[config.mk]
export PLATFORM = sky130hd
export DESIGN_NAME = flash_bank_status
export DESIGN_NICKNAME = d
export VERILOG_FILES = /design/src/rtl/fbs_pkg.sv /design/src/rtl/fbs_engine.sv /design/src/rtl/fbs_errs.sv /design/src/rtl/fbs_readout.sv /design/src/rtl/flash_bank_status.sv
export SDC_FILE = /design/constraint.sdc
export NUM_CORES = 1
export LEC_CHECK = 0
export BUFFER_PORTS_ARGS = -buffer_cell sky130_fd_sc_hd__buf_4
export CORE_UTILIZATION = 37
export CTS_BUF_LIST = sky130_fd_sc_hd__clkbuf_8
export DETAILED_ROUTE_END_ITERATION = 6
export PLACE_DENSITY_LB_ADDON = 0.08
export SYNTH_ARGS = -nofsm -noshare
export SYNTH_HDL_FRONTEND = slang
export SYNTH_SLANG_ARGS = --single-unit
export TNS_END_PERCENT = 30
[constraint.sdc]
create_clock -name clk -period 1.8 [get_ports clk]
set_input_delay 0.36 -clock clk [delete_from_list [all_inputs] [get_ports clk]]
set_output_delay 0.36 -clock clk [all_outputs]
set_load 0.02 [all_outputs]
[src/rtl/fbs_pkg.sv]
// Shared types and bit positions for the flash bank status unit.
package fbs_pkg;
    typedef enum logic [1:0] {ENG_IDLE, ENG_RUN, ENG_PEND, ENG_HALT} eng_state_e;
    typedef enum logic {OP_PROG, OP_ERASE} op_kind_e;

    localparam int unsigned BIT_READY = 7;
    localparam int unsigned BIT_ESUS  = 6;
    localparam int unsigned BIT_EFAIL = 5;
    localparam int unsigned BIT_PFAIL = 4;
    localparam int unsigned BIT_VLOW  = 3;
    localparam int unsigned BIT_PSUS  = 2;
    localparam logic [7:0]  STAT_RESET = 8'h80;
endpackage

[src/rtl/fbs_engine.sv]
// Stand-in for the program/erase engine.
// An accepted operation runs OP_LAT cycles. A suspend moves it to a pending
// state in which it keeps running. It pauses after SUSP_LAT cycles unless the
// run ends first. Resume continues from the saved run count.
// Assumes OP_LAT >= 2, SUSP_LAT >= 1 and SUSP_LAT <= SUSP_MAX.
module fbs_engine
    import fbs_pkg::*;
#(
    parameter int unsigned OP_LAT   = 40,
    parameter int unsigned SUSP_LAT = 10,
    parameter int unsigned SUSP_MAX = 3000
) (
    input  logic       clk,
    input  logic       rst_n,
    input  logic       start_go,
    input  op_kind_e   start_kind,
    input  logic       susp_cmd,
    input  logic       resume_cmd,
    input  logic       verify_fail,
    output eng_state_e state,
    output op_kind_e   kind,
    output logic       fin,
    output logic       fin_fail
);
    localparam int unsigned RW = $clog2(OP_LAT + 1);
    localparam int unsigned PW = $clog2(SUSP_LAT + 1);
    localparam int unsigned MW = $clog2(SUSP_MAX + 2);

    logic [RW-1:0] run_cnt;
    logic [PW-1:0] pause_cnt;
    logic          fail_q;
    logic          run_last;
    logic          pause_last;

    // End-of-run and end-of-pause detection.
    assign run_last   = (run_cnt == RW'(OP_LAT - 1));
    assign pause_last = (pause_cnt == PW'(SUSP_LAT - 1));
    assign fin        = ((state == ENG_RUN) || (state == ENG_PEND)) && run_last;
    assign fin_fail   = fin && fail_q;

    // Operation state, run counter and pause counter.
    always_ff @(posedge clk) begin
        if (!rst_n) begin
            state     <= ENG_IDLE;
            kind      <= OP_PROG;
            run_cnt   <= '0;
            pause_cnt <= '0;
            fail_q    <= 1'b0;
        end else begin
            unique case (state)
                ENG_IDLE: if (start_go) begin
                    state   <= ENG_RUN;
                    kind    <= start_kind;
                    run_cnt <= '0;
                    fail_q  <= verify_fail;
                end
                ENG_RUN: if (run_last) begin
                    state <= ENG_IDLE;
                end else begin
                    run_cnt <= run_cnt + 1'b1;
                    if (susp_cmd) begin
                        state     <= ENG_PEND;
                        pause_cnt <= '0;
                    end
                end
                ENG_PEND: if (run_last) begin
                    state <= ENG_IDLE;
                end else begin
                    run_cnt <= run_cnt + 1'b1;
                    if (pause_last) state <= ENG_HALT;
                    else            pause_cnt <= pause_cnt + 1'b1;
                end
                ENG_HALT: if (resume_cmd) state <= ENG_RUN;
                default: state <= ENG_IDLE;
            endcase
        end
    end

    // Separate count of the cycles spent pending, used by the bound check.
    logic [MW-1:0] wait_cnt;
    always_ff @(posedge clk) begin
        if (!rst_n)                  wait_cnt <= '0;
        else if (state != ENG_PEND)  wait_cnt <= '0;
        else if (wait_cnt != '1)     wait_cnt <= wait_cnt + 1'b1;
    end

    p_susp_bound_r3: assert property (@(posedge clk) disable iff (!rst_n)
        (state == ENG_PEND) |-> (wait_cnt < MW'(SUSP_MAX)));

    p_resume_r3: assert property (@(posedge clk) disable iff (!rst_n)
        (state == ENG_HALT && resume_cmd) |=> (state == ENG_RUN));

    p_idle_susp_r11: assert property (@(posedge clk) disable iff (!rst_n)
        (state == ENG_IDLE && !start_go) |=> (state == ENG_IDLE));
endmodule

[src/rtl/fbs_errs.sv]
// Sticky error flags: erase failure, program failure and low voltage.
// A flag is set by a failing completion or by a refused start. Flags are
// cleared only by the clear command or reset; a set in the same cycle wins.
module fbs_errs
    import fbs_pkg::*;
(
    input  logic     clk,
    input  logic     rst_n,
    input  logic     clr,
    input  logic     fin_fail,
    input  op_kind_e run_kind,
    input  logic     refuse_err,
    input  logic     refuse_vpp,
    input  op_kind_e req_kind,
    output logic     efail_q,
    output logic     pfail_q,
    output logic     vlow_q,
    output logic     any_err
);
    logic set_e, set_p;

    // Set conditions from the engine result and from refused starts.
    assign set_e   = (fin_fail && run_kind == OP_ERASE) || (refuse_err && req_kind == OP_ERASE);
    assign set_p   = (fin_fail && run_kind == OP_PROG)  || (refuse_err && req_kind == OP_PROG);
    assign any_err = efail_q || pfail_q || vlow_q;

    // Sticky flag registers.
    always_ff @(posedge clk) begin
        if (!rst_n) begin
            efail_q <= 1'b0;
            pfail_q <= 1'b0;
            vlow_q  <= 1'b0;
        end else begin
            efail_q <= (efail_q && !clr) || set_e;
            pfail_q <= (pfail_q && !clr) || set_p;
            vlow_q  <= (vlow_q  && !clr) || refuse_vpp;
        end
    end

    p_sticky_r7: assert property (@(posedge clk) disable iff (!rst_n)
        (!clr && any_err) |=>
        ((efail_q || !$past(efail_q)) && (pfail_q || !$past(pfail_q)) && (vlow_q || !$past(vlow_q))));
endmodule

[src/rtl/fbs_readout.sv]
// Read-out capture: takes the live status when a read becomes active
// (both enables low) and holds it while the read stays active.
// Busy status also steers the bus from array data to the captured byte.
module fbs_readout
    import fbs_pkg::*;
(
    input  logic       clk,
    input  logic       rst_n,
    input  logic       ce_n,
    input  logic       oe_n,
    input  logic [7:0] live,
    input  logic [7:0] arr_data,
    output logic [7:0] stat_out,
    output logic [7:0] bus_out
);
    logic en_act, en_prev;
    logic [7:0] hold_q;

    assign en_act   = !ce_n && !oe_n;
    assign stat_out = hold_q;
    // Bus source: captured status while busy, array data otherwise.
    assign bus_out  = live[BIT_READY] ? arr_data : hold_q;

    // Enable history and capture register.
    always_ff @(posedge clk) begin
        if (!rst_n) begin
            en_prev <= 1'b0;
            hold_q  <= STAT_RESET;
        end else begin
            en_prev <= en_act;
            if (en_act && !en_prev) hold_q <= live;
        end
    end

    p_hold_r9: assert property (@(posedge clk) disable iff (!rst_n)
        (en_act && en_prev) |=> $stable(hold_q));

    p_reserved_r1: assert property (@(posedge clk) disable iff (!rst_n)
        (en_act && !en_prev) |=> (hold_q[1:0] == 2'b00));
endmodule

[src/rtl/flash_bank_status.sv]
// Status register unit for one flash bank.
// It decides whether a start command is accepted or refused, drives the
// stub engine and the sticky flags, builds the live status byte and hands
// it to the read-out capture. Commands are one-cycle strobes; when program
// and erase arrive together, program takes precedence.
module flash_bank_status
    import fbs_pkg::*;
#(
    parameter int unsigned OP_LAT   = 40,
    parameter int unsigned SUSP_LAT = 10,
    parameter int unsigned CLK_MHZ  = 100,
    parameter int unsigned SUSP_US  = 30
) (
    input  logic       clk,
    input  logic       rst_n,
    input  logic       cmd_prog,
    input  logic       cmd_erase,
    input  logic       cmd_susp,
    input  logic       cmd_resume,
    input  logic       cmd_clr,
    input  logic       vpp_ok,
    input  logic       verify_fail,
    input  logic       ce_n,
    input  logic       oe_n,
    input  logic [7:0] arr_data,
    output logic [7:0] stat_out,
    output logic [7:0] bus_out
);
    localparam int unsigned SUSP_MAX = CLK_MHZ * SUSP_US;

    eng_state_e eng_state;
    op_kind_e   run_kind, req_kind;
    logic       fin, fin_fail;
    logic       attempt, refuse_vpp, refuse_err, start_go;
    logic       efail_q, pfail_q, vlow_q, any_err;
    logic [7:0] live;

    // Start decision: only an idle bank takes a start; voltage and errors gate it.
    assign req_kind   = cmd_prog ? OP_PROG : OP_ERASE;
    assign attempt    = (cmd_prog || cmd_erase) && (eng_state == ENG_IDLE);
    assign refuse_vpp = attempt && !vpp_ok;
    assign refuse_err = attempt && any_err;
    assign start_go   = attempt && vpp_ok && !any_err;

    // Live status byte assembly.
    always_comb begin
        live            = 8'h00;
        live[BIT_READY] = (eng_state == ENG_IDLE) || (eng_state == ENG_HALT);
        live[BIT_ESUS]  = (eng_state == ENG_HALT) && (run_kind == OP_ERASE);
        live[BIT_PSUS]  = (eng_state == ENG_HALT) && (run_kind == OP_PROG);
        live[BIT_EFAIL] = efail_q;
        live[BIT_PFAIL] = pfail_q;
        live[BIT_VLOW]  = vlow_q;
    end

    fbs_engine #(
        .OP_LAT  (OP_LAT),
        .SUSP_LAT(SUSP_LAT),
        .SUSP_MAX(SUSP_MAX)
    ) u_engine (
        .clk        (clk),
        .rst_n      (rst_n),
        .start_go   (start_go),
        .start_kind (req_kind),
        .susp_cmd   (cmd_susp),
        .resume_cmd (cmd_resume),
        .verify_fail(verify_fail),
        .state      (eng_state),
        .kind       (run_kind),
        .fin        (fin),
        .fin_fail   (fin_fail)
    );

    fbs_errs u_errs (
        .clk       (clk),
        .rst_n     (rst_n),
        .clr       (cmd_clr),
        .fin_fail  (fin_fail),
        .run_kind  (run_kind),
        .refuse_err(refuse_err),
        .refuse_vpp(refuse_vpp),
        .req_kind  (req_kind),
        .efail_q   (efail_q),
        .pfail_q   (pfail_q),
        .vlow_q    (vlow_q),
        .any_err   (any_err)
    );

    fbs_readout u_readout (
        .clk     (clk),
        .rst_n   (rst_n),
        .ce_n    (ce_n),
        .oe_n    (oe_n),
        .live    (live),
        .arr_data(arr_data),
        .stat_out(stat_out),
        .bus_out (bus_out)
    );

    p_refuse_r8: assert property (@(posedge clk) disable iff (!rst_n)
        (attempt && any_err) |=> (eng_state == ENG_IDLE));

    p_vpp_r6: assert property (@(posedge clk) disable iff (!rst_n)
        (attempt && !vpp_ok) |=> (vlow_q && eng_state == ENG_IDLE));

    p_fin_ready_r2: assert property (@(posedge clk) disable iff (!rst_n)
        fin |=> (eng_state == ENG_IDLE));
endmodule

# Word level (Yosys, flattened, before mapping)
# Index checks and enable logic that the tools add are counted.
[totals] out_inout_bits=16 inputBits=19 register_bits=24
[op_classes] n_mux=17 n_bitwise=1 reduce_logical=42 n_addsub=2 n_eq_ne=14
[op_table] op="$logic_and A1 B1 Y1" n=18
[op_table] op="$mux W4" n=4
[op_table] op="$ne A2 B2 Y1 const B" n=7
[op_table] op="$mux W2" n=6
[op_table] op="$mux W6" n=2
[op_table] op="$pmux W6 S2" n=1
[op_table] op="$logic_or A1 B1 Y1" n=10
[op_table] op="$mux W8" n=1
[op_table] op="$pmux W2 S4" n=1
[op_table] op="$pmux W4 S2" n=1
[op_table] op="$add A6 B1 Y6 const B" n=1
[op_table] op="$eq A6 B6 Y1 const B" n=1
[op_table] op="$logic_not A1 Y1" n=6
[op_table] op="$reduce_and A5 Y1" n=1
[op_table] op="$add A4 B1 Y4 const B" n=1
[op_table] op="$eq A2 B2 Y1 const B" n=2
[op_table] op="$eq A4 B4 Y1 const B" n=1
[op_table] op="$reduce_and A4 Y1" n=1
[op_table] op="$reduce_bool A2 Y1" n=2
[op_table] op="$ne A3 B1 Y1 const B" n=1
[op_table] op="$ne A3 B2 Y1 const B" n=1
[op_table] op="$reduce_and A3 Y1" n=1
[op_table] op="$eq A2 B1 Y1 const B" n=1
[op_table] op="$logic_not A2 Y1" n=1
[op_table] op="other kinds (4)" n=4

# Logic depth before layout (Yosys ltp)
[depth] word_depth=7 depth_mapped=6

# By module
# A second synthesis with hierarchy kept.
[unflattened] cells_unflattened=183 hier_area_um2=1601.5
[by_module_without_submodules] module="fbs_engine" cells_each=111 seq_area_each_um2=280.3 instances=1 area_per_inst_um2=937.1
[by_module_without_submodules] module="fbs_readout" cells_each=45 seq_area_each_um2=180.2 instances=1 area_per_inst_um2=446.7
[by_module_without_submodules] module="fbs_errs" cells_each=13 seq_area_each_um2=60.1 instances=1 area_per_inst_um2=128.9
[by_module_without_submodules] module="flash_bank_status" cells_each=14 seq_area_each_um2=0.0 instances=1 area_per_inst_um2=88.8

# Worst setup path before layout
# OpenSTA, ideal clock, no wires.
[synth_path] path_kind="register to output" start="register u_engine.state[0]" end="output bus_out[2]" arrival_ns=1.619 t_required_ns=1.440 path_buffers=2 path_stages_with_launch=6 slack_ns=-0.179 cell_sequence="dfxtp_1 > inv_1 > ha_1 > buf_2 > buf_1 > mux2_2"
[synth_via] elab_chain_len=3
[synth_lines] item="start: declaration" line_no="fbs_engine.sv:20" text="output eng_state_e state,"
[synth_lines] item="start signal: assignment" line_no="fbs_engine.sv:44" text="state <= ENG_IDLE;"
[synth_lines] item="start signal: assignment" line_no="fbs_engine.sv:52" text="state <= ENG_RUN;"
[synth_lines] item="start signal: assignment" line_no="fbs_engine.sv:58" text="state <= ENG_IDLE;"
[synth_lines] item="$eq A2 B2 Y1 or $logic_not A2 Y1 (tied branches)" line_no="flash_bank_status.sv:48" text="live[BIT_READY] = (eng_state == ENG_IDLE) || (eng_state == ENG_HALT);"
[synth_lines] item="$logic_or A1 B1 Y1 (*)" line_no="flash_bank_status.sv:48"
[synth_lines] item="$mux W8 (*)" line_no="fbs_readout.sv:22" text="assign bus_out = live[BIT_READY] ? arr_data : hold_q;"
[synth_lines] item="end: declaration" line_no="flash_bank_status.sv:27" text="output logic [7:0] bus_out"
# Mark *: on every way between the ends. The rest lies on a longest branch, timed or not.

# Final worst setup path
[layout_path] start="register u_engine.state[1]" end="output bus_out[2]"
# The elaborated chain is that of the path after synthesis.

==> flow_metrics.tcl <==
set metrics [dict create \
    status "finished with violations" \
    violations "negative setup slack" \
    antenna_found_initial 0 \
    holdCritStartpoint "ce_n" \
    placed_cell_area_sq_um 1724 \
    layout_commonest_cell "buf_4" \
    routedWlPerCell_um 13.54 \
    grt_pass1_wl_mm 5.568 \
    drive_above_1_share 0.3627 \
    power.share.clock 0.171 \
    grt-ovfl-total 0 \
    synth_edf_count 0 \
    finalMaxSlewViolations 0 \
    crit_path_start_kind "register" \
    rsz0062_at_grt "yes" \
    r2r_end "u_engine.run_cnt[4]" \
    die_x_um 63.21 \
    internal_power_mw 1.383 \
    ys.flop_type "dfxtp_1" \
    die_h_um 63.21 \
    whs_path_depth 2 \
    setup_viol 6 \
    timing.rr.start "u_engine.state[0]" \
    fin_worst_skew_ps 3.963 \
    synthToLayoutAreaGrowth_pct 36.91 \
    gp_congestion 0.8314 \
    yosysWarningCount 0 \
    static-leakage-power_nw 0.8081 \
    drt-total-wl_mm 3.386 \
    ys_seq_area_frac 0.3466 \
    hold_viol_final 0 \
    cp_max_fo 5 \
    io_pins 35 \
    syn_inst 161 \
    crit_type "reg -> out" \
    required_ps 1440 \
    start_util 0.3997 \
    diodes 0 \
    finish.instance_area_sq_um 1898 \
    grt_usage 0.1740 \
    port_buffers 32 \
    ctsRootBufferMaster "clkbuf_8" \
    ctsLongestPathBuffers 2 \
    netlist-cell-type-count 44 \
    hp-class "in -> reg" \
    finalCriticalPeriod_ps 1844 \
    min_to "u_readout.en_prev" \
    htreeDepth 1 \
    grt_pass1_vias 1210 \
    drc 0 \
    crit_arrival_ps 1480 \
    drtAntennaViolNets 0 \
    via_per_inst 5.412 \
    cts_made_buffers 3 \
    p_seq_frac 0.281 \
    p_sw_uw 784.6 \
    cts_sinks 24 \
    slew_headroom 0.6535 \
    power_density_nw_per_um2 1142 \
    row_count 21 \
    peakVddDrop_mv 0.5097 \
    critPathCaptureType "output pin" \
    path_clk_slew_ps 90 \
    synth_seq_cells 24 \
    final_cell_mix "37 x buf_4, 22 x dfxtp_1, 18 x nand2_1" \
    core_area_sq_um 3468 \
    hold_buffers 0 \
    worstRegToRegCells 8 \
    fill_cells 336 \
    vias 1353 \
    drt-pass1-iter-count 4 \
    grt_max_degree 17 \
    worst_pin_slew_ps 515.8 \
    die_area_sq_um 3996 \
    cap_violations 0 \
    switching_share 0.3619 \
    fin_ws_ps -44.45 \
    num-nets-final 232 \
    pwr-share-comb 0.548 \
    max_freq_mhz 542.2 \
    cts_tree "yes" \
    worst_skew_pair.late_latency_ps 270 \
    avgSynthCellArea_sq_um 8.611 \
    post-route-period-util 1.025 \
    hpwlAfterDp_mm 2.503 \
    syn_area_sq_um 1386 \
    ys_async_sr_fraction 0 \
    rrSetupSlack_ps 10 \
    holdWs_ps 262.9 \
    drtIter0Drc 49 \
]
worst max path at each step:
| stage | end | slack, ps | cells past startpoint | start |
|---|---|---|---|---|
| after CTS | bus_out[7] | -50 | 5 | u_engine.state[1] |
| after global routing | bus_out[6] | -90 | 5 | u_engine.state[1] |
| after detailed placement | u_engine.run_cnt[4] | 40 | 6 | u_engine.state[0] |
| after floorplan | bus_out[2] | 2 | 5 | u_engine.state[0] |
| after global placement | u_engine.run_cnt[2] | 60 | 6 | u_engine.state[1] |
| final | bus_out[2] | -40 | 5 | u_engine.state[1] |
state kept, by name, indices dropped and copies added, names as in the netlist, 2 cells and up:
| register | flops |
|---|---|
| u_engine.run_cnt | 6 |
| u_readout.stat_out | 6 |
| u_engine.pause_cnt | 4 |
| u_engine.state | 2 |
cells by family after synthesis:
family,count (synthesis),share of synthesized area
DFF,24,0.3466
adders and majority gates,8,0.07221
AOI/OAI and AO/OA,41,0.2283
buffers and inverters,18,0.05504
and+or+nand+nor,61,0.2319
other,1,0.002705
muxes,8,0.06317
layout make-up:
cell class	instances	area, sq um	share of cell area
flip-flops and latches	24	483.0	0.2544
well taps	46	57.56	0.03032
clock buffers	4	55.05	0.02900
inverters	10	37.54	0.01978
multi-input cells	120	877.1	0.4621
repair buffers	46	387.9	0.2044
timing repair:
item | CTS | global route
setup buffers | 4 | 0
gates resized for setup | 21 | 4
endpoints found under the setup margin | 6 | 14
pin swaps | 1 | 1
cloned | 0 | 0
cell usage after synthesis, types with 3 or more instances:
cell type | count | area, sq um
a211oi_1 | 3 | 22.52
a21oi_1 | 13 | 65.06
a32o_1 | 3 | 30.03
clkbuf_1 | 4 | 15.01
dfxtp_1 | 24 | 480.5
ha_1 | 8 | 100.1
inv_1 | 9 | 33.78
mux2_2 | 6 | 67.56
nand2_1 | 18 | 67.56
nand3_1 | 10 | 50.05
nor2_1 | 9 | 33.78
nor2b_1 | 3 | 18.77
nor3_1 | 7 | 35.03
o21ai_0 | 5 | 25.02
through the flow:
stage / util / setup TNS, ps / worst slack (ps) / power [mW] / std cells
finish: 0.5473 / -229.4 / -44.45 / 2.168 / 250
detailed placement: 0.4971 / 0 / 39.58 / 1.542 / 242
global placement: 0.4971 / 0 / 64.83 / 1.525 / 242
CTS: 0.5437 / -220.6 / -45.37 / 2.165 / 250
floorplan: - / 0 / 2.373 / 1.238 / 162
global route: 0.5473 / -668.5 / -85.89 / 2.295 / 250
power groups by stage:
stage          clock network [mW]  registers [mW]  logic [mW]
2_1_floorplan                   0           0.625       0.613
3_3_place_gp                    0           0.613       0.911
3_5_place_dp                    0           0.615       0.927
4_1_cts                     0.385           0.608        1.17
5_1_grt                     0.401           0.615        1.28
6_report                    0.371           0.608        1.19
worst max-delay path, cell delays in order, from the launching register on:
cell,delay (ps)
dfxtp_2,340
inv_2,50
ha_4,280
buf_12,120
mux2_4,300
buf_6,130
routing by layer:
metal  wire length, um  vias up  global-route usage  part of all wire
met5                 0        -                   0                 0
met4                35        0             0.05114             0.010
met3               140        4             0.02717             0.041
met2              1632       37              0.2970              0.48
met1              1577      647              0.2244              0.47
li1                  -      665                   -                 -
No activity file was read; power rests on OpenSTA's default activity.
